$ cat config.mk
export PLATFORM = sky130hd
export DESIGN_NAME = cmpf_flag_unit
export DESIGN_NICKNAME = d
export VERILOG_FILES = /design/src/rtl/cmpf_pkg.sv /design/src/rtl/cmpf_classify.sv /design/src/rtl/cmpf_order.sv /design/src/rtl/cmpf_flagreg.sv /design/src/rtl/cmpf_flag_unit.sv
export SDC_FILE = /design/constraint.sdc
export NUM_CORES = 1
export LEC_CHECK = 0
export BUFFER_PORTS_ARGS = -buffer_cell sky130_fd_sc_hd__buf_2
export CORE_ASPECT_RATIO = 1.1
export CORE_UTILIZATION = 31
export CTS_BUF_LIST = sky130_fd_sc_hd__clkbuf_16
export CTS_CLUSTER_DIAMETER = 120
export CTS_CLUSTER_SIZE = 8
export DETAILED_ROUTE_END_ITERATION = 10
export REMOVE_ABC_BUFFERS = 1
export SLEW_MARGIN = 0
export SYNTH_ARGS = -nofsm -noshare
export SYNTH_HDL_FRONTEND = slang
export SYNTH_HIERARCHICAL = 1
export SYNTH_SLANG_ARGS = --single-unit
$ cat constraint.sdc
create_clock -name clk -period 5.5 [get_ports clk]
set_clock_uncertainty 0.15 [all_clocks]
set_input_delay 0.825 -clock clk [delete_from_list [all_inputs] [get_ports clk]]
set_output_delay 0.825 -clock clk [all_outputs]
set_load 0.01 [all_outputs]
$ cat src/rtl/cmpf_pkg.sv
package cmpf_pkg;

    typedef enum logic [1:0] {
        ORD_GT = 2'd0,
        ORD_LT = 2'd1,
        ORD_EQ = 2'd2,
        ORD_UN = 2'd3
    } ord_e;

    typedef struct packed {
        logic is_nan;
        logic is_snan;
        logic is_sub;
        logic is_zero;
    } cls_t;

    localparam int FLAG_W   = 6;
    localparam int FL_CARRY = 0;
    localparam int FL_PAR   = 1;
    localparam int FL_ZERO  = 2;
    localparam int FL_AUX   = 3;
    localparam int FL_SIGN  = 4;
    localparam int FL_OVF   = 5;

    // Result code onto {zero, parity, carry}.
    function automatic logic [2:0] ord_code(ord_e r);
        case (r)
            ORD_GT:  return 3'b000;
            ORD_LT:  return 3'b001;
            ORD_EQ:  return 3'b100;
            default: return 3'b111;
        endcase
    endfunction

    function automatic logic [FLAG_W-1:0] flag_word(ord_e r);
        logic [FLAG_W-1:0] f;
        f = '0;
        {f[FL_ZERO], f[FL_PAR], f[FL_CARRY]} = ord_code(r);
        return f;
    endfunction

endpackage

$ cat src/rtl/cmpf_classify.sv
module cmpf_classify
    import cmpf_pkg::*;
#(
    parameter int EXP_W = 11,
    parameter int MAN_W = 52,
    localparam int W    = 1 + EXP_W + MAN_W
) (
    input  logic [W-1:0] op_i,
    output cls_t         cls_o
);
    logic [EXP_W-1:0] exp_f;
    logic [MAN_W-1:0] man_f;
    logic             exp_ones;
    logic             exp_zero;
    logic             man_zero;

    always_comb begin
        exp_f    = op_i[W-2 -: EXP_W];
        man_f    = op_i[MAN_W-1:0];
        exp_ones = &exp_f;
        exp_zero = ~|exp_f;
        man_zero = ~|man_f;
        cls_o.is_nan  = exp_ones & ~man_zero;
        cls_o.is_snan = exp_ones & ~man_zero & ~man_f[MAN_W-1];
        cls_o.is_sub  = exp_zero & ~man_zero;
        cls_o.is_zero = exp_zero & man_zero;
    end
endmodule

$ cat src/rtl/cmpf_order.sv
module cmpf_order
    import cmpf_pkg::*;
#(
    parameter int EXP_W = 11,
    parameter int MAN_W = 52,
    localparam int W    = 1 + EXP_W + MAN_W
) (
    input  logic [W-1:0] a_i,
    input  logic [W-1:0] b_i,
    input  cls_t         cls_a_i,
    input  cls_t         cls_b_i,
    output ord_e         ord_o
);
    logic [W-2:0] mag_a;
    logic [W-2:0] mag_b;
    logic         sa;
    logic         sb;
    logic         mag_gt;
    logic         mag_eq;

    always_comb begin
        mag_a  = a_i[W-2:0];
        mag_b  = b_i[W-2:0];
        sa     = a_i[W-1];
        sb     = b_i[W-1];
        mag_gt = mag_a > mag_b;
        mag_eq = mag_a == mag_b;
        if (cls_a_i.is_nan || cls_b_i.is_nan)
            ord_o = ORD_UN;
        else if (cls_a_i.is_zero && cls_b_i.is_zero)
            ord_o = ORD_EQ;
        else if (sa != sb)
            ord_o = sa ? ORD_LT : ORD_GT;
        else if (mag_eq)
            ord_o = ORD_EQ;
        else if (mag_gt ^ sa)
            ord_o = ORD_GT;
        else
            ord_o = ORD_LT;
    end
endmodule

$ cat src/rtl/cmpf_flagreg.sv
module cmpf_flagreg
    import cmpf_pkg::*;
(
    input  logic              clk,
    input  logic              rst,
    input  logic              valid_i,
    input  ord_e              ord_i,
    input  logic              inv_i,
    input  logic              den_i,
    input  logic              inv_mask_i,
    input  logic              den_mask_i,
    output logic [FLAG_W-1:0] flags_o,
    output logic              inv_o,
    output logic              den_o
);
    logic fault;
    logic wr_en;

    always_comb begin
        fault = (inv_i & ~inv_mask_i) | (den_i & ~den_mask_i);
        wr_en = valid_i & ~fault;
    end

    always_ff @(posedge clk) begin
        if (rst) begin
            flags_o <= '0;
            inv_o   <= 1'b0;
            den_o   <= 1'b0;
        end else begin
            inv_o <= valid_i & inv_i;
            den_o <= valid_i & den_i;
            if (wr_en)
                flags_o <= flag_word(ord_i);
        end
    end
endmodule

$ cat src/rtl/cmpf_flag_unit.sv
module cmpf_flag_unit
    import cmpf_pkg::*;
#(
    parameter int EXP_W = 11,
    parameter int MAN_W = 52,
    localparam int W    = 1 + EXP_W + MAN_W
) (
    input  logic              clk,
    input  logic              rst,
    input  logic              valid_i,
    input  logic [W-1:0]      op_a_i,
    input  logic [W-1:0]      op_b_i,
    input  logic              sig_mode_i,
    input  logic              inv_mask_i,
    input  logic              den_mask_i,
    output logic [FLAG_W-1:0] flags_o,
    output logic              inv_o,
    output logic              den_o
);
    logic [W-1:0] ops [2];
    cls_t         cls [2];
    ord_e         ord;
    logic         inv_raw;
    logic         den_raw;

    assign ops[0] = op_a_i;
    assign ops[1] = op_b_i;

    for (genvar i = 0; i < 2; i++) begin : g_cls
        cmpf_classify #(.EXP_W(EXP_W), .MAN_W(MAN_W)) u_cls (
            .op_i  (ops[i]),
            .cls_o (cls[i])
        );
    end

    cmpf_order #(.EXP_W(EXP_W), .MAN_W(MAN_W)) u_ord (
        .a_i     (op_a_i),
        .b_i     (op_b_i),
        .cls_a_i (cls[0]),
        .cls_b_i (cls[1]),
        .ord_o   (ord)
    );

    always_comb begin
        if (sig_mode_i)
            inv_raw = cls[0].is_nan | cls[1].is_nan;
        else
            inv_raw = cls[0].is_snan | cls[1].is_snan;
        den_raw = cls[0].is_sub | cls[1].is_sub;
    end

    cmpf_flagreg u_reg (
        .clk        (clk),
        .rst        (rst),
        .valid_i    (valid_i),
        .ord_i      (ord),
        .inv_i      (inv_raw),
        .den_i      (den_raw),
        .inv_mask_i (inv_mask_i),
        .den_mask_i (den_mask_i),
        .flags_o    (flags_o),
        .inv_o      (inv_o),
        .den_o      (den_o)
    );
endmodule

==> tab_implementation.tex, run 1 <==
\begin{tabular}{lr}
\hline
Metric & Value \\
\hline
\multicolumn{2}{l}{\textbf{Status}} \\
Status & finished, violations left \\
Failing checks & design-rule violations \\
\multicolumn{2}{l}{\textbf{Die}} \\
Placement Rows & 32 \\
Die height & 93.0 um \\
Core Area & 0.00717 sq mm \\
Horiz. Die Dim & 84.7 um \\
Initial cell density of the core & 32.6\% \\
IO Count & 142 \\
Die area & 0.00788 sq mm \\
\multicolumn{2}{l}{\textbf{Placed design}} \\
Estimated wirelength of the detail-placed design & 6990 um \\
Pre-CTS setup slack & 2.35 ns \\
Buffers on Ports & 138 \\
Gpl congestion & 0.832 \\
Area of placed instances & 0.00312 sq mm \\
\multicolumn{2}{l}{\textbf{Synthesis}} \\
Number of instances in the synthesized netlist & 325 \\
Most frequently used flop master after synthesis & dfxtp\_1 \\
Share of the synthesized area in the top cell type & 33.8\% \\
EDFF count, synth & 0 \\
Total standard cell area after synthesis & 0.00233 sq mm \\
Number of synthesis warnings & 6 \\
Share of flip-flops with an asynchronous set or reset & 0\% \\
Part of the Yosys area used for sequential elements & 4.29\% \\
Mean post-synth cell area & 7.18 sq um \\
Number of storage elements in the synthesis netlist & 5 \\
Top cell type by total area after synthesis & ha\_1 \\
Cells taking the most area after synthesis & ha\_1 (34\%), inv\_1 (11\%), nor4\_1 (7.8\%) \\
Unique masters post-synth & 41 \\
\multicolumn{2}{l}{\textbf{Worst setup path}} \\
Number of buffers and inverters on the critical path & 1 \\
Delay contributed by the slowest stage of the critical path & 0.48 ns \\
Worst Path Arrival & 2.92 ns \\
Stages on the worst setup path & 11 \\
Worst reg-to-reg path cell count & 2 \\
Start-to-end type of the worst setup path & primary input to register \\
Required time reported for the critical path endpoint & 5.50 ns \\
Critical-path maximum fanout & 4 \\
Crit. End Element & register \\
Family with the most delay on the worst path & compound AO/OA/AOI/OAI gates \\
CP max stage cell & nor4\_1 \\
Ordered cell list for the critical path & buf\_2 > ha\_1 > a21oi\_1 > nand2\_1 > a221oi\_1 > a21boi\_1 > nor4\_1 > a21oi\_1 > o21ai\_2 > nand3b\_1 > mux2i\_1 \\
Worst path most repeated cell & a21oi\_1 \\
Worst Setup Start Kind & primary input \\
\multicolumn{2}{l}{\textbf{Global routing}} \\
Final global-route overflow total & 0 \\
Wire length of the first global-routing pass & 11,700 um \\
Via count of the first global-routing pass & 2,731 \\
Antenna violations before repair & 0 \\
Pin count of the biggest net entering global routing & 9 \\
Total Routing Usage GR & 18.3\% \\
\multicolumn{2}{l}{\textbf{Min path}} \\
Path category of the worst min-delay check & register to register \\
Number of cells traversed by the worst hold path & 2 \\
\multicolumn{2}{l}{\textbf{Timing}} \\
\# setup viols final & 0 \\
Shortest period the worst path allows & 2.92 ns \\
Setup repair after global routing missed its margin & false \\
Fin Hold WS & 0.330 ns \\
Count of endpoints failing hold in the final timing report & 0 \\
Fmax & 343 MHz \\
Max-slew violation count & 0 \\
Setup TNS & 0 ns \\
Final cycle utilization of the critical path & 53.1\% \\
Post-route setup slack & 2.58 ns \\
\multicolumn{2}{l}{\textbf{Power and ir drop}} \\
IR Drop Worst-Case VDD & 0.114 mV \\
Leakage power total & 1.78 nW \\
Power density over the cells & 107 mW/mm\^{}2 \\
Final Power & 0.000340 W \\
\multicolumn{2}{l}{\textbf{Clock tree}} \\
Post-CTS sizing & 0 \\
Cell at the root of the clock tree & clkbuf\_16 \\
Worst skew pair latency & 0.23 ns \\
H-Tree Depth & 1 \\
Post-CTS setup buffer count & 0 \\
Clk sinks & 5 \\
Post-CTS Hold Buffers & 0 \\
Clock tree from TritonCTS & built \\
Max Root-Sink Buffers & 2 \\
Number of buffers created by CTS & 3 \\
Post-CTS clock slew at the launch and capture registers of the worst setup and hold paths & 0.03 ns \\
\multicolumn{2}{l}{\textbf{Routing}} \\
Drt wl/cell & 13.6 um \\
Initial DRC Count & 83 \\
Detailed Routing Iterations Pass 1 & 7 \\
Mean number of vias per cell & 5.12 \\
Detail Route Antenna Nets & 0 \\
Via count & 2,822 \\
Post-route DRC & 11 \\
Total length of routed wires & 7500 um \\
\multicolumn{2}{l}{\textbf{Cells and area}} \\
Relative area change from synthesis to final layout & 36.9\% \\
Antenna diodes & 0 \\
Number of filler instances in the final layout & 776 \\
Layout cell share with drive strength beyond 1 & 32.6\% \\
Post-route design area & 0.00320 sq mm \\
Nets & 664 \\
\multicolumn{2}{l}{\textbf{Job}} \\
Max-Cap Viols & 0 \\
\hline
\end{tabular}
-- placed cells by master, fill, tap and decap left out, types with 2 or more instances in the layout --
cell | Yosys | routed
nand4_1 | 18 | 18
nand2_1 | 14 | 14
nand4_2 | 2 | 2
conb_1 | 1 | 3
nor4_2 | 5 | 5
nor4_1 | 29 | 29
nand4b_1 | 2 | 2
clkbuf_16 | 0 | 3
buf_2 | 0 | 138
nand3_1 | 13 | 13
dfxtp_1 | 5 | 5
nand2b_1 | 6 | 6
or2_2 | 2 | 2
nor2_1 | 10 | 10
nand3b_1 | 2 | 2
inv_1 | 68 | 69
or4_1 | 2 | 2
o21ai_1 | 4 | 4
and4_1 | 6 | 6
nor3_1 | 9 | 9
mux2i_1 | 3 | 3
ha_1 | 63 | 63
o21ai_0 | 6 | 6
a21oi_1 | 25 | 25
a211oi_1 | 4 | 4
a21o_1 | 4 | 4
nor3b_1 | 2 | 2
a221oi_1 | 3 | 3
-- synthesized netlist by cell type (5+ instances only) --
library cell	instances
a21oi_1	25
and4_1	6
dfxtp_1	5
ha_1	63
inv_1	68
nand2_1	14
nand2b_1	6
nand3_1	13
nand4_1	18
nor2_1	10
nor3_1	9
nor4_1	29
nor4_2	5
o21ai_0	6
-- routing by layer --
layer | vias up | part of all wire, % | GRT usage [%]
li1 | 1494 | - | -
met1 | 1219 | 44 | 22.6
met2 | 103 | 49 | 34.8
met3 | 6 | 5.7 | 1.24
met4 | 0 | 0.84 | 3.67
met5 | - | 0 | 0
-- cell families after synthesis --
kind of cell               count (synthesis)  share of synthesized area [%]
muxes                                      3                           1.29
AOI/OAI and AO/OA                         57                           15.5
other                                      1                          0.161
buffers and inverters                     71                           11.9
DFF                                        5                           4.29
and+or+nand+nor                          125                           33.1
adders and majority gates                 63                           33.8
-- report_power, final --
group	total (W)	internal (W)	switching [W]
Combinational	0.000186	0.0000888	0.0000970
Clock	0.000117	0.0000940	0.0000226
Sequential	0.0000378	0.0000374	0.000000394
-- state kept, by name (all words and copies together), names as in the netlist --
register	cells
u_reg/inv_o	1
u_reg/den_o	1
u_reg/flags_o	3
-- cell type report --
class / count / area, sq um / share of cell area [%]
clock buffer: 3 / 75.1 / 2.35
clock inverter: 1 / 3.75 / 0.117
inverter: 68 / 255 / 7.99
multi-input combinational: 251 / 1960 / 61.5
sequential: 5 / 100 / 3.13
tap: 85 / 106 / 3.33
timing repair buffer: 138 / 691 / 21.6
-- metrics by stage --
stage	utilization [%]	std cells
CTS	44.6	551
finish	44.6	551
floorplan	-	324
detailed placement	43.5	547
global placement	43.5	547
global route	44.6	551
-- worst register-to-register path, stage by stage (launching register included) --
cell,delay (ns)
dfxtp_1,0.32
nand2b_1,0.07
mux2i_1,0.14
-- path summary, 6_finish.rpt --
path | startpoint | to | slack [ns]
max | op_a_i[45] | u_reg/flags_o[1] | 2.58
max reg2reg | u_reg/flags_o[0] | u_reg/flags_o[0] | 4.73
min reg2reg | u_reg/flags_o[1] | u_reg/flags_o[1] | 0.33
min | u_reg/flags_o[1] | u_reg/flags_o[1] | 0.33
(Power assumes the default switching activity.)
==> run 2, diff against run 1 <==
==> constraint.sdc (replaced) <==
create_clock -name clk -period 2.65 [get_ports clk]
set_clock_uncertainty 0.15 [all_clocks]
set_input_delay 0.3975 -clock clk [delete_from_list [all_inputs] [get_ports clk]]
set_output_delay 0.3975 -clock clk [all_outputs]
set_load 0.01 [all_outputs]
==> run 2 against run 1 <==
  * The flow still finishes with violations (design-rule violations)
  * First-iteration DRC count shrank 1.2%
  * Setup slack lost 2.4 ns
  * Design area grew 1.4%
  * Non-clock buffer count grew 6
  * Via count grew 0.64%
  * Total power grew 110%
  * Routed wire length grew 0.17%
  * Core utilization grew 0.63 points
  * Die area is the same
  * Worst hold slack lost 0.052 ns
  * Clock power grew 110%
  * Critical endpoint unchanged
  * Highest routed layer unchanged
==> tab_implementation.tex, run 2 (synthesis results as in run 1) <==
\begin{tabular}{lr}
\hline
Metric & Value \\
\hline
\multicolumn{2}{l}{\textbf{Cells and area}} \\
Top library cells by usage in the layout, fill and taps aside & buf\_2 (138), inv\_1 (69), ha\_1 (63) \\
Number of filler instances in the final layout & 759 (-2.2\%) \\
Nets & 670 (+0.90\%) \\
Biggest register & u\_reg/flags\_o \\
Relative area change from synthesis to final layout & 38.8\% \\
Antenna diodes & 0 (unchanged) \\
Post-route design area & 0.00324 sq mm (+1.4\%) \\
Layout cell share with drive strength beyond 1 & 33.5\% (+0.86 points) \\
Flip-flop count of the largest register, all copies and words added & 3 (unchanged) \\
Biggest regs & u\_reg/flags\_o (3), u\_reg/den\_o (1), u\_reg/inv\_o (1) \\
Most common library cell in the layout ignoring fill and taps & buf\_2 \\
\multicolumn{2}{l}{\textbf{Placed design}} \\
Buffers on Ports & 138 (unchanged) \\
Gpl congestion & 0.900 (+8.2\%) \\
Estimated wirelength of the detail-placed design & 7020 um (+0.50\%) \\
Area of placed instances & 0.00316 sq mm (+1.4\%) \\
\multicolumn{2}{l}{\textbf{Die}} \\
Horiz. Die Dim & 84.7 um (unchanged) \\
Die area & 0.00788 sq mm (unchanged) \\
Placement Rows & 32 (unchanged) \\
Core Area & 0.00717 sq mm (unchanged) \\
IO Count & 142 (unchanged) \\
Initial cell density of the core & 32.6\% (unchanged) \\
Die height & 93.0 um (unchanged) \\
\multicolumn{2}{l}{\textbf{Routing}} \\
Post-route DRC & 11 (unchanged) \\
Detail Route Antenna Nets & 0 (unchanged) \\
Detailed Routing Iterations Pass 1 & 8 (+1) \\
Drt wl/cell & 13.5 um (-0.91\%) \\
Initial DRC Count & 82 (-1.2\%) \\
Via count & 2,840 (+0.64\%) \\
Total length of routed wires & 7520 um (+0.17\%) \\
Mean number of vias per cell & 5.10 (-0.45\%) \\
\multicolumn{2}{l}{\textbf{Power and ir drop}} \\
Leakage power total & 1.81 nW (+1.7\%) \\
IR Drop Worst-Case VDD & 0.168 mV (+47\%) \\
Power density over the cells & 220 mW/mm\^{}2 (+110\%) \\
\multicolumn{2}{l}{\textbf{Clock tree}} \\
Post-CTS clock slew at the launch and capture registers of the worst setup and hold paths & 0.03 ns (about the same) \\
Clock tree from TritonCTS & built \\
Worst skew pair latency & 0.23 ns (about the same) \\
Post-CTS setup buffer count & 0 (unchanged) \\
Number of buffers created by CTS & 3 (unchanged) \\
Clk sinks & 5 (unchanged) \\
Max Root-Sink Buffers & 2 (unchanged) \\
Post-CTS sizing & 0 (unchanged) \\
Cell at the root of the clock tree & clkbuf\_16 \\
H-Tree Depth & 1 (unchanged) \\
Post-CTS Hold Buffers & 0 (unchanged) \\
\multicolumn{2}{l}{\textbf{Timing}} \\
Fmax & 410 MHz \\
Count of endpoints failing hold in the final timing report & 0 (unchanged) \\
Fin Hold WS & 0.278 ns (-0.0522 ns) \\
Setup repair after global routing missed its margin & false \\
Shortest period the worst path allows & 2.44 ns \\
Max-slew violation count & 0 (unchanged) \\
Final cycle utilization of the critical path & 92.0\% \\
Setup TNS & 0 ns (unchanged) \\
\# setup viols final & 0 (unchanged) \\
\multicolumn{2}{l}{\textbf{Global routing}} \\
Antenna violations before repair & 0 (unchanged) \\
Final global-route overflow total & 0 (unchanged) \\
Via count of the first global-routing pass & 2,859 (+4.7\%) \\
Wire length of the first global-routing pass & 12,400 um (+5.9\%) \\
Pin count of the biggest net entering global routing & 9 (unchanged) \\
Total Routing Usage GR & 19.2\% (+0.88 points) \\
\multicolumn{2}{l}{\textbf{Job}} \\
Max-Cap Viols & 0 (unchanged) \\
\multicolumn{2}{l}{\textbf{Worst setup path}} \\
Number of buffers and inverters on the critical path & 3 (+2) \\
Ordered cell list for the critical path & buf\_2 > inv\_1 > ha\_1 > a21oi\_1 > nand2\_1 > a221oi\_1 > a21boi\_1 > nor4\_1 > buf\_4 > a21oi\_1 > o21ai\_2 > nand3b\_1 > mux2i\_1 \\
Start-to-end type of the worst setup path & primary input to register \\
Worst r2r src & u\_reg/flags\_o[1] \\
Worst setup path startpoint & op\_b\_i[45] \\
CP max stage cell & nor4\_1 \\
Required time reported for the critical path endpoint & 2.66 ns (-2.84 ns) \\
Family with the most delay on the worst path & compound AO/OA/AOI/OAI gates \\
Delay contributed by the slowest stage of the critical path & 0.34 ns (-0.14 ns) \\
Critical-path maximum fanout & 4 (unchanged) \\
Worst Setup Start Kind & primary input \\
Worst Path Arrival & 2.45 ns (-0.47 ns) \\
Crit. End Element & register \\
Worst path most repeated cell & a21oi\_1 \\
\multicolumn{2}{l}{\textbf{Min path}} \\
Startpoint of the lowest-slack hold path & rst \\
Path category of the worst min-delay check & primary input to register \\
\multicolumn{2}{l}{\textbf{Status}} \\
Failing checks & design-rule violations \\
Status & finished, violations left \\
\hline
\end{tabular}
-- run 2: worst paths after layout --
check	to	slack, ns	depth (start not counted)
min reg2reg	u_reg/flags_o[2]	0.33	2
max reg2reg	u_reg/flags_o[1]	1.91	2
max	u_reg/flags_o[1]	0.21	13
min	u_reg/inv_o	0.28	2
-- run 2: per-layer routing --
metal / global-route usage (%) / part of all wire [%]
met5: 0 / 0
met4: 3.81 / 1.3
met3: 1.77 / 5.5
met2: 35.2 / 48
met1: 24.5 / 45
-- run 2: area by class of cell --
type | count | area [sq um] | share of cell area (%)
inverters | 68 | 255 | 7.88
clock inverters | 1 | 3.75 | 0.116
multi-input cells | 251 | 1960 | 60.6
flip-flops and latches | 5 | 100 | 3.09
repair buffers | 144 | 736 | 22.7
well taps | 85 | 106 | 3.28
clock buffers | 3 | 75.1 | 2.32
-- run 2: report_power, final --
group	total (W)	switching, W	leakage [nW]	internal (W)
Sequential	0.0000786	0.000000922	0.0405	0.0000777
Clock	0.000242	0.0000465	0.0423	0.000195
Combinational	0.000394	0.000204	1.73	0.000190
Total	0.000714	0.000252	1.81	0.000463
-- run 2: worst reg2reg max path: stages (launching register included) --
cell and delay, ns:
dfxtp_1 0.34, nand2b_1 0.07, mux2i_1 0.11
-- run 2: stage by stage --
step / worst slack [ns] / std cells / util [%] / total power (W)
3_5_place_dp: -0.0233 / 553 / 44.1 / 0.000472
2_1_floorplan: 0.367 / 324 / - / 0.000275
4_1_cts: 0.202 / 557 / 45.2 / 0.000720
6_report: 0.212 / 557 / 45.2 / 0.000714
3_3_place_gp: -0.0179 / 553 / 44.1 / 0.000467
5_1_grt: 0.000726 / 557 / 45.2 / 0.000786
